$ cat src/rtl/asc_pkg.sv
package asc_pkg;
  localparam int NSTEP = 8;
  localparam int OPW   = 2;
  localparam int NINS  = 1 << OPW;

  typedef enum logic [OPW-1:0] {
    OP_LOAD  = 2'b00,
    OP_ADD   = 2'b01,
    OP_STORE = 2'b10,
    OP_BRZ   = 2'b11
  } op_e;

  typedef struct packed {
    logic ld;
    logic ad;
    logic st;
    logic bz;
  } ins_lines_t;

  typedef struct packed {
    logic acc_load;
    logic acc_drive;
    logic alu_add;
    logic ir_load;
    logic ir_addr_drive;
    logic mar_load;
    logic mdr_load;
    logic mdr_drive;
    logic pc_load;
    logic pc_drive;
    logic pc_inc;
    logic mem_rd;
    logic tmp_drive;
    logic mem_wr;
  } ctrl_word_t;

  // Decode an opcode into mutually exclusive instruction lines.
  function automatic ins_lines_t decode_op(input logic [OPW-1:0] op);
    ins_lines_t l;
    l.ld = (op == OP_LOAD);
    l.ad = (op == OP_ADD);
    l.st = (op == OP_STORE);
    l.bz = (op == OP_BRZ);
    return l;
  endfunction

  // Next one-hot step: back to T0 when the sequence ends, else move up one.
  function automatic logic [NSTEP-1:0] next_step(input logic [NSTEP-1:0] cur,
                                                 input logic last);
    logic [NSTEP-1:0] n;
    if (last) n = {{(NSTEP-1){1'b0}}, 1'b1};
    else      n = {cur[NSTEP-2:0], 1'b0};
    return n;
  endfunction
endpackage

$ cat src/rtl/asc_step_counter.sv
module asc_step_counter
  import asc_pkg::*;
(
  input  logic             clk,
  input  logic             rst_n,
  input  logic             seq_end,
  output logic [NSTEP-1:0] step
);
  localparam logic [NSTEP-1:0] STEP_T0 = {{(NSTEP-1){1'b0}}, 1'b1};

  always_ff @(posedge clk or negedge rst_n) begin
    if (!rst_n) step <= STEP_T0;
    else        step <= next_step(step, seq_end);
  end

  AST_STEP_ONEHOT: assert property (@(posedge clk) disable iff (!rst_n)
    $onehot(step));
  AST_STEP_ADVANCE: assert property (@(posedge clk) disable iff (!rst_n)
    !seq_end |=> step == ($past(step) << 1));
  AST_STEP_RETURN: assert property (@(posedge clk) disable iff (!rst_n)
    seq_end |=> step == STEP_T0);
endmodule

$ cat src/rtl/asc_op_decode.sv
module asc_op_decode
  import asc_pkg::*;
(
  input  logic           clk,
  input  logic           rst_n,
  input  logic           capture,
  input  logic [OPW-1:0] opcode,
  output ins_lines_t     lines
);
  logic [OPW-1:0] op_q;

  always_ff @(posedge clk or negedge rst_n) begin
    if (!rst_n)       op_q <= '0;
    else if (capture) op_q <= opcode;
  end

  assign lines = decode_op(op_q);

  AST_OP_HOLD: assert property (@(posedge clk) disable iff (!rst_n)
    !capture |=> $stable(op_q));
  AST_LINES_EXCL: assert property (@(posedge clk) disable iff (!rst_n)
    $onehot(lines));
endmodule

$ cat src/rtl/asc_ctrl_terms.sv
module asc_ctrl_terms
  import asc_pkg::*;
(
  input  logic             clk,
  input  logic             rst_n,
  input  logic [NSTEP-1:0] step,
  input  ins_lines_t       lines,
  input  logic             acc_zero,
  output ctrl_word_t       cw,
  output logic             seq_end
);
  logic mem_op;
  logic br_taken;
  logic [4:0] bus_src;

  assign mem_op   = lines.ld | lines.ad | lines.st;
  assign br_taken = lines.bz & acc_zero & step[4];

  always_comb begin
    cw               = '0;
    cw.pc_drive      = step[0];
    cw.mar_load      = step[0] | (mem_op & step[4]);
    cw.pc_inc        = step[1];
    cw.mem_rd        = step[1] | (lines.ld & step[5]) | (lines.ad & step[5]);
    cw.ir_load       = step[2];
    cw.mdr_drive     = step[2] | (lines.ld & step[6]);
    cw.ir_addr_drive = (mem_op & step[4]) | br_taken;
    cw.pc_load       = br_taken;
    cw.acc_drive     = (lines.st & step[5]) | (lines.ad & step[6]);
    cw.mdr_load      = lines.st & step[5];
    cw.alu_add       = lines.ad & step[6];
    cw.acc_load      = (lines.ld & step[6]) | (lines.ad & step[7]);
    cw.tmp_drive     = lines.ad & step[7];
    cw.mem_wr        = lines.st & step[6];
  end

  assign seq_end = (lines.ld & step[6]) | (lines.ad & step[7]) |
                   (lines.st & step[6]) | (lines.bz & step[5]);

  assign bus_src = {cw.pc_drive, cw.ir_addr_drive, cw.mdr_drive,
                    cw.acc_drive, cw.tmp_drive};

  AST_BUS_SINGLE: assert property (@(posedge clk) disable iff (!rst_n)
    $onehot0(bus_src));
  AST_PC_LOAD_GATED: assert property (@(posedge clk) disable iff (!rst_n)
    cw.pc_load |-> (acc_zero && step[4] && lines.bz));
  AST_WRITE_STORE_ONLY: assert property (@(posedge clk) disable iff (!rst_n)
    cw.mem_wr |-> lines.st);
endmodule

$ cat src/rtl/accum_step_ctrl.sv
module accum_step_ctrl
  import asc_pkg::*;
(
  input  logic       clk,
  input  logic       rst_n,
  input  logic [1:0] opcode,
  input  logic       acc_zero,
  output logic       acc_load,
  output logic       acc_drive,
  output logic       alu_add,
  output logic       ir_load,
  output logic       ir_addr_drive,
  output logic       mar_load,
  output logic       mdr_load,
  output logic       mdr_drive,
  output logic       pc_load,
  output logic       pc_drive,
  output logic       pc_inc,
  output logic       mem_rd,
  output logic       tmp_drive,
  output logic       mem_wr
);
  localparam int DECODE_STEP = 3;

  logic [NSTEP-1:0] step;
  logic             seq_end;
  logic             op_capture;
  ins_lines_t       lines;
  ctrl_word_t       cw;

  assign op_capture = step[DECODE_STEP];

  asc_step_counter u_step (
    .clk     (clk),
    .rst_n   (rst_n),
    .seq_end (seq_end),
    .step    (step)
  );

  asc_op_decode u_dec (
    .clk     (clk),
    .rst_n   (rst_n),
    .capture (op_capture),
    .opcode  (opcode),
    .lines   (lines)
  );

  asc_ctrl_terms u_terms (
    .clk      (clk),
    .rst_n    (rst_n),
    .step     (step),
    .lines    (lines),
    .acc_zero (acc_zero),
    .cw       (cw),
    .seq_end  (seq_end)
  );

  assign acc_load      = cw.acc_load;
  assign acc_drive     = cw.acc_drive;
  assign alu_add       = cw.alu_add;
  assign ir_load       = cw.ir_load;
  assign ir_addr_drive = cw.ir_addr_drive;
  assign mar_load      = cw.mar_load;
  assign mdr_load      = cw.mdr_load;
  assign mdr_drive     = cw.mdr_drive;
  assign pc_load       = cw.pc_load;
  assign pc_drive      = cw.pc_drive;
  assign pc_inc        = cw.pc_inc;
  assign mem_rd        = cw.mem_rd;
  assign tmp_drive     = cw.tmp_drive;
  assign mem_wr        = cw.mem_wr;

  AST_FETCH_NO_EXEC: assert property (@(posedge clk) disable iff (!rst_n)
    (step[0] | step[1] | step[2] | step[3]) |-> !(acc_load | pc_load | mem_wr | mdr_load));
endmodule

$ cat config.mk
export PLATFORM = sky130hd
export DESIGN_NAME = accum_step_ctrl
export DESIGN_NICKNAME = d
export VERILOG_FILES = /design/src/rtl/asc_pkg.sv /design/src/rtl/asc_step_counter.sv /design/src/rtl/asc_op_decode.sv /design/src/rtl/asc_ctrl_terms.sv /design/src/rtl/accum_step_ctrl.sv
export SDC_FILE = /design/constraint.sdc
export NUM_CORES = 1
export LEC_CHECK = 0
export BUFFER_PORTS_ARGS = -buffer_cell sky130_fd_sc_hd__buf_2
export CAP_MARGIN = 20
export CORE_AREA = 4 4 41 43
export DETAILED_ROUTE_END_ITERATION = 16
export DIE_AREA = 0 0 45 47
export GPL_ROUTABILITY_DRIVEN = 1
export PLACE_DENSITY = 0.71
export SYNTH_ARGS = -nofsm -noshare
export SYNTH_HDL_FRONTEND = slang
export SYNTH_HIERARCHICAL = 1
export SYNTH_SLANG_ARGS = --single-unit
$ cat constraint.sdc
create_clock -name clk -period 3 [get_ports clk]
set_clock_uncertainty 0.15 [all_clocks]
set_input_delay 0.75 -clock clk [delete_from_list [all_inputs] [get_ports clk]]
set_output_delay 0.75 -clock clk [all_outputs]
set_load 0.02 [all_outputs]
; ---- Word level (Yosys, flattened, before mapping)
; Index checks and enable logic that the tools add are counted.
[classes]
eq_ne = 3
n_mux = 1
bitwise = 22
n_reduce_logical = 1
[op_table]
columns = operator, count
row1 = 1-bit AND, 11
row2 = 1-bit OR, 11
row3 = 8-bit two-way mux, 1
row4 = 2-bit equality test (second input constant), 2
row5 = 2-bit by 1-bit equality test with 1-bit output (second input constant), 1
row6 = 2-bit zero test, 1
[word_totals]
ff_bits = 10
in_bits = 5
output_inout_bits = 14
elab_cells = 29

; ---- Longest topological paths before layout
[depth]
depth_word = 6
depth_mapped = 4
ltp_nobuf = 4

; ---- Hierarchy
; The synthesis kept the hierarchy.
[by_module_without_submodules]
columns = module, instances, cells_per_inst, area_per_inst_um2, seq_area_each_um2
row1 = asc_step_counter, 1, 15, 245.2, 201.4
row2 = asc_ctrl_terms, 1, 18, 126.4, 0.0
row3 = asc_op_decode, 1, 8, 102.6, 50.0

; ---- Worst setup path after synthesis
; OpenSTA, ideal clock, no wires.
[synth_path]
path_kind = reg-to-output
start = register u_dec.op_q[0]
end = output port acc_drive
arrival_ns = 1.108
t_required_ns = 2.100
slack_ns = 0.992
stages_incl_launch_ff = 4
path_buffers = 0
path_cell_list = dfrtp_1 > nor2b_1 > and2_1 > or2_1
[synth_rtl]
columns = item, line_no
row1 = "start, declared", asc_op_decode.sv:10  ; logic [OPW-1:0] op_q;
row2 = "start signal, assigned", asc_op_decode.sv:14  ; else if (capture) op_q <= opcode;
row3 = "end, declared", accum_step_ctrl.sv:9  ; output logic acc_drive,

==> metrics.cfg <==
[logic_synthesis]
ys_seq_elements = 10
yosys-top-cells-area = dfrtp_1 (47%), nor2b_1 (12%), buf_4 (6.3%)
netlist.area_leader.share_pct = 47.49
synth-async-reset-ratio_pct = 100.0
syn-num-nets = 46
synth_edf_count = 0
synth.avg_cell_area_um2 = 11.57
ys_seq_area_share_pct = 53.03
synth.distinct_cells = 16
netlist_instances = 41
synth_area_um2 = 474.2
synth_flop_cell = dfrtp_1
synth_common_cells = dfrtp_1 (9), nor2b_1 (9), and2_1 (4), buf_4 (4), nand2b_1 (3)
yosys_warnings = 6
synth_area_leader_cell = dfrtp_1

[timing]
setup_tns_ns = 0
max_slew_margin_pct = 71.05
post-route-min-period_ns = 2.448
setup_viol = 0
hold_viol_final = 0
worst_pin_slew_ns = 0.4306
rsz0062_at_grt = no
slew_viol_final = 0
max_freq_mhz = 408.6
period_share_pct = 81.59

[setup_path]
ff2ff_path_depth = 4
slowest_delay_ns = 0.42
required_ns = 2.10
crit_path_max_fanout = 5
worstPathBufferInverterCount = 1
end_kind = output pin
cp_cell_sequence = nor2b_1 -> o31ai_1 -> nand2b_1 -> buf_2
crit_slowest_cell = o31ai_1
regToRegSetupSlack_ns = 1.43
reg2reg_from = u_dec/op_q[0]
crit_type = reg2out
start_kind = flop
crit_family = compound AO/OA/AOI/OAI gates
reg2reg_to = u_step/step[4]
crit_arrival_ns = 1.55

[outcome]
status = completed

[clock_network]
cts_tree = done
path_clk_slew_ns = 0.06
clock_path_buffers = 2
htreeDepth = 1
post-cts-setup-buffers = 0
cts_resized = 0
clk_latency_ns = 0.26
clock-sinks = 10
hold_buffers = 0
cts_made_buffers = 3
clockRootBuffer = clkbuf_4

[route]
vias = 347
wl_per_cell_um = 12.14
drtPass1Iterations = 4
via_per_inst = 4.689
drt_wl_total_um = 898
drtAntennaViolNets = 0
drc = 0
drt-initial-drc-count = 5

[global_routing]
grt_pass1_vias = 327
grt_pass1_wl_mm = 1.421
grt.total_usage_pct = 10.01
grt_max_degree = 11
antenna_found_initial = 0
grt_overflow = 0

[flow_run]
maxCapViolCount = 0

[power_and_ir_drop]
ir_worst_vdd_mv = 0.2271
design_power_total_uw = 233.0
powerDensity_nw_per_um2 = 402.3
leakage_nw = 0.3626

[floorplan]
die_w_um = 45
ios = 19
rows = 13
start_util_pct = 36.44
dieArea_um2 = 2115
die_h_um = 47
core_um2 = 1301

[layout]
nFillCells = 139
final_layout_size_suffix_gt1_share_pct = 44.07
regArea_um2 = 251.5
fin_nets = 65
multiInputGateArea_um2 = 192.7
syn2layout_area_growth_pct = 22.16
insertedDiodeCount = 0

[worst_hold_path]
min_path_type = in2async

[placed_design]
dp_hpwl_um = 718.9
place_congestion = 0.7185
io_buffers = 18

## layer usage
| metal | vias up | part of all wire [%] | GRT usage (%) |
|---|---|---|---|
| li1 | 168 | - | - |
| met1 | 161 | 46 | 13.00 |
| met2 | 18 | 44 | 14.41 |
| met3 | 0 | 10 | 1.533 |
| met4 | 0 | 0 | 8.772 |
| met5 | - | 0 | 0 |
## final cells by class
| type | count | area share, % |
|---|---|---|
| sequential | 10 | 43.41 |
| multi-input combinational | 27 | 33.26 |
| timing repair buffer | 18 | 15.55 |
| clock buffer | 4 | 4.536 |
| tap | 15 | 3.240 |
## power by group
part	internal, mW	switching [mW]	leakage, nW
Sequential	0.135	0	0.136
Clock	0.0512	0.0421	0.0150
Combinational	0.00189	0.00291	0.212
## cell families (layout without fill, tap and decap cells)
kind of cell	count (synthesis)	in the layout	synth area share, %
compound gates	5	5	8.180
buf+inv	4	22	6.333
flops	10	10	53.04
mux	2	2	6.333
simple gates	20	20	26.12
## placed cells by master (no fill, tap or decap)
cell,count
nor2b_1,9
dfstp_2,1
and3_1,1
and2_1,4
clkbuf_1,1
o31ai_1,1
nor2_1,1
a22o_1,1
and2_2,1
a21o_2,1
dfrtp_1,9
a211o_1,1
clkbuf_4,3
mux2_4,2
or2_1,1
nand2b_1,3
o21ai_0,1
buf_2,18
## sequential cells by signal, indices dropped and copies added, names as in the netlist
| name | cells |
|---|---|
| u_step/step | 8 |
| u_dec/op_q | 2 |
## how the worst max path moves through the flow
| stage | startpoint | slack, ns | cells past startpoint | endpoint |
|---|---|---|---|---|
| CTS | u_dec/op_q[0] | 0.52 | 4 | mar_load |
| global placement | acc_zero | 0.83 | 4 | ir_addr_drive |
| floorplan | u_dec/op_q[0] | 0.99 | 3 | acc_drive |
| global route | u_dec/op_q[0] | 0.43 | 4 | mar_load |
| finish | u_dec/op_q[0] | 0.55 | 4 | mar_load |
| detailed placement | acc_zero | 0.82 | 4 | ir_addr_drive |
## per-stage QoR
step / worst slack (ns) / hold slack, ns / cells / utilization, % / instance area (µm²)
2_1_floorplan: 0.9917 / 0.3044 / 41 / - / 474.2
3_3_place_gp: 0.8338 / 0.3544 / 70 / 42.50 / 553.0
3_5_place_dp: 0.8184 / 0.3617 / 70 / 42.50 / 553.0
4_1_cts: 0.5191 / 0.1837 / 74 / 44.52 / 579.3
5_1_grt: 0.4254 / 0.1882 / 74 / 44.52 / 579.3
6_report: 0.5524 / 0.1800 / 74 / 44.52 / 579.3
(Power assumes the default switching activity.)
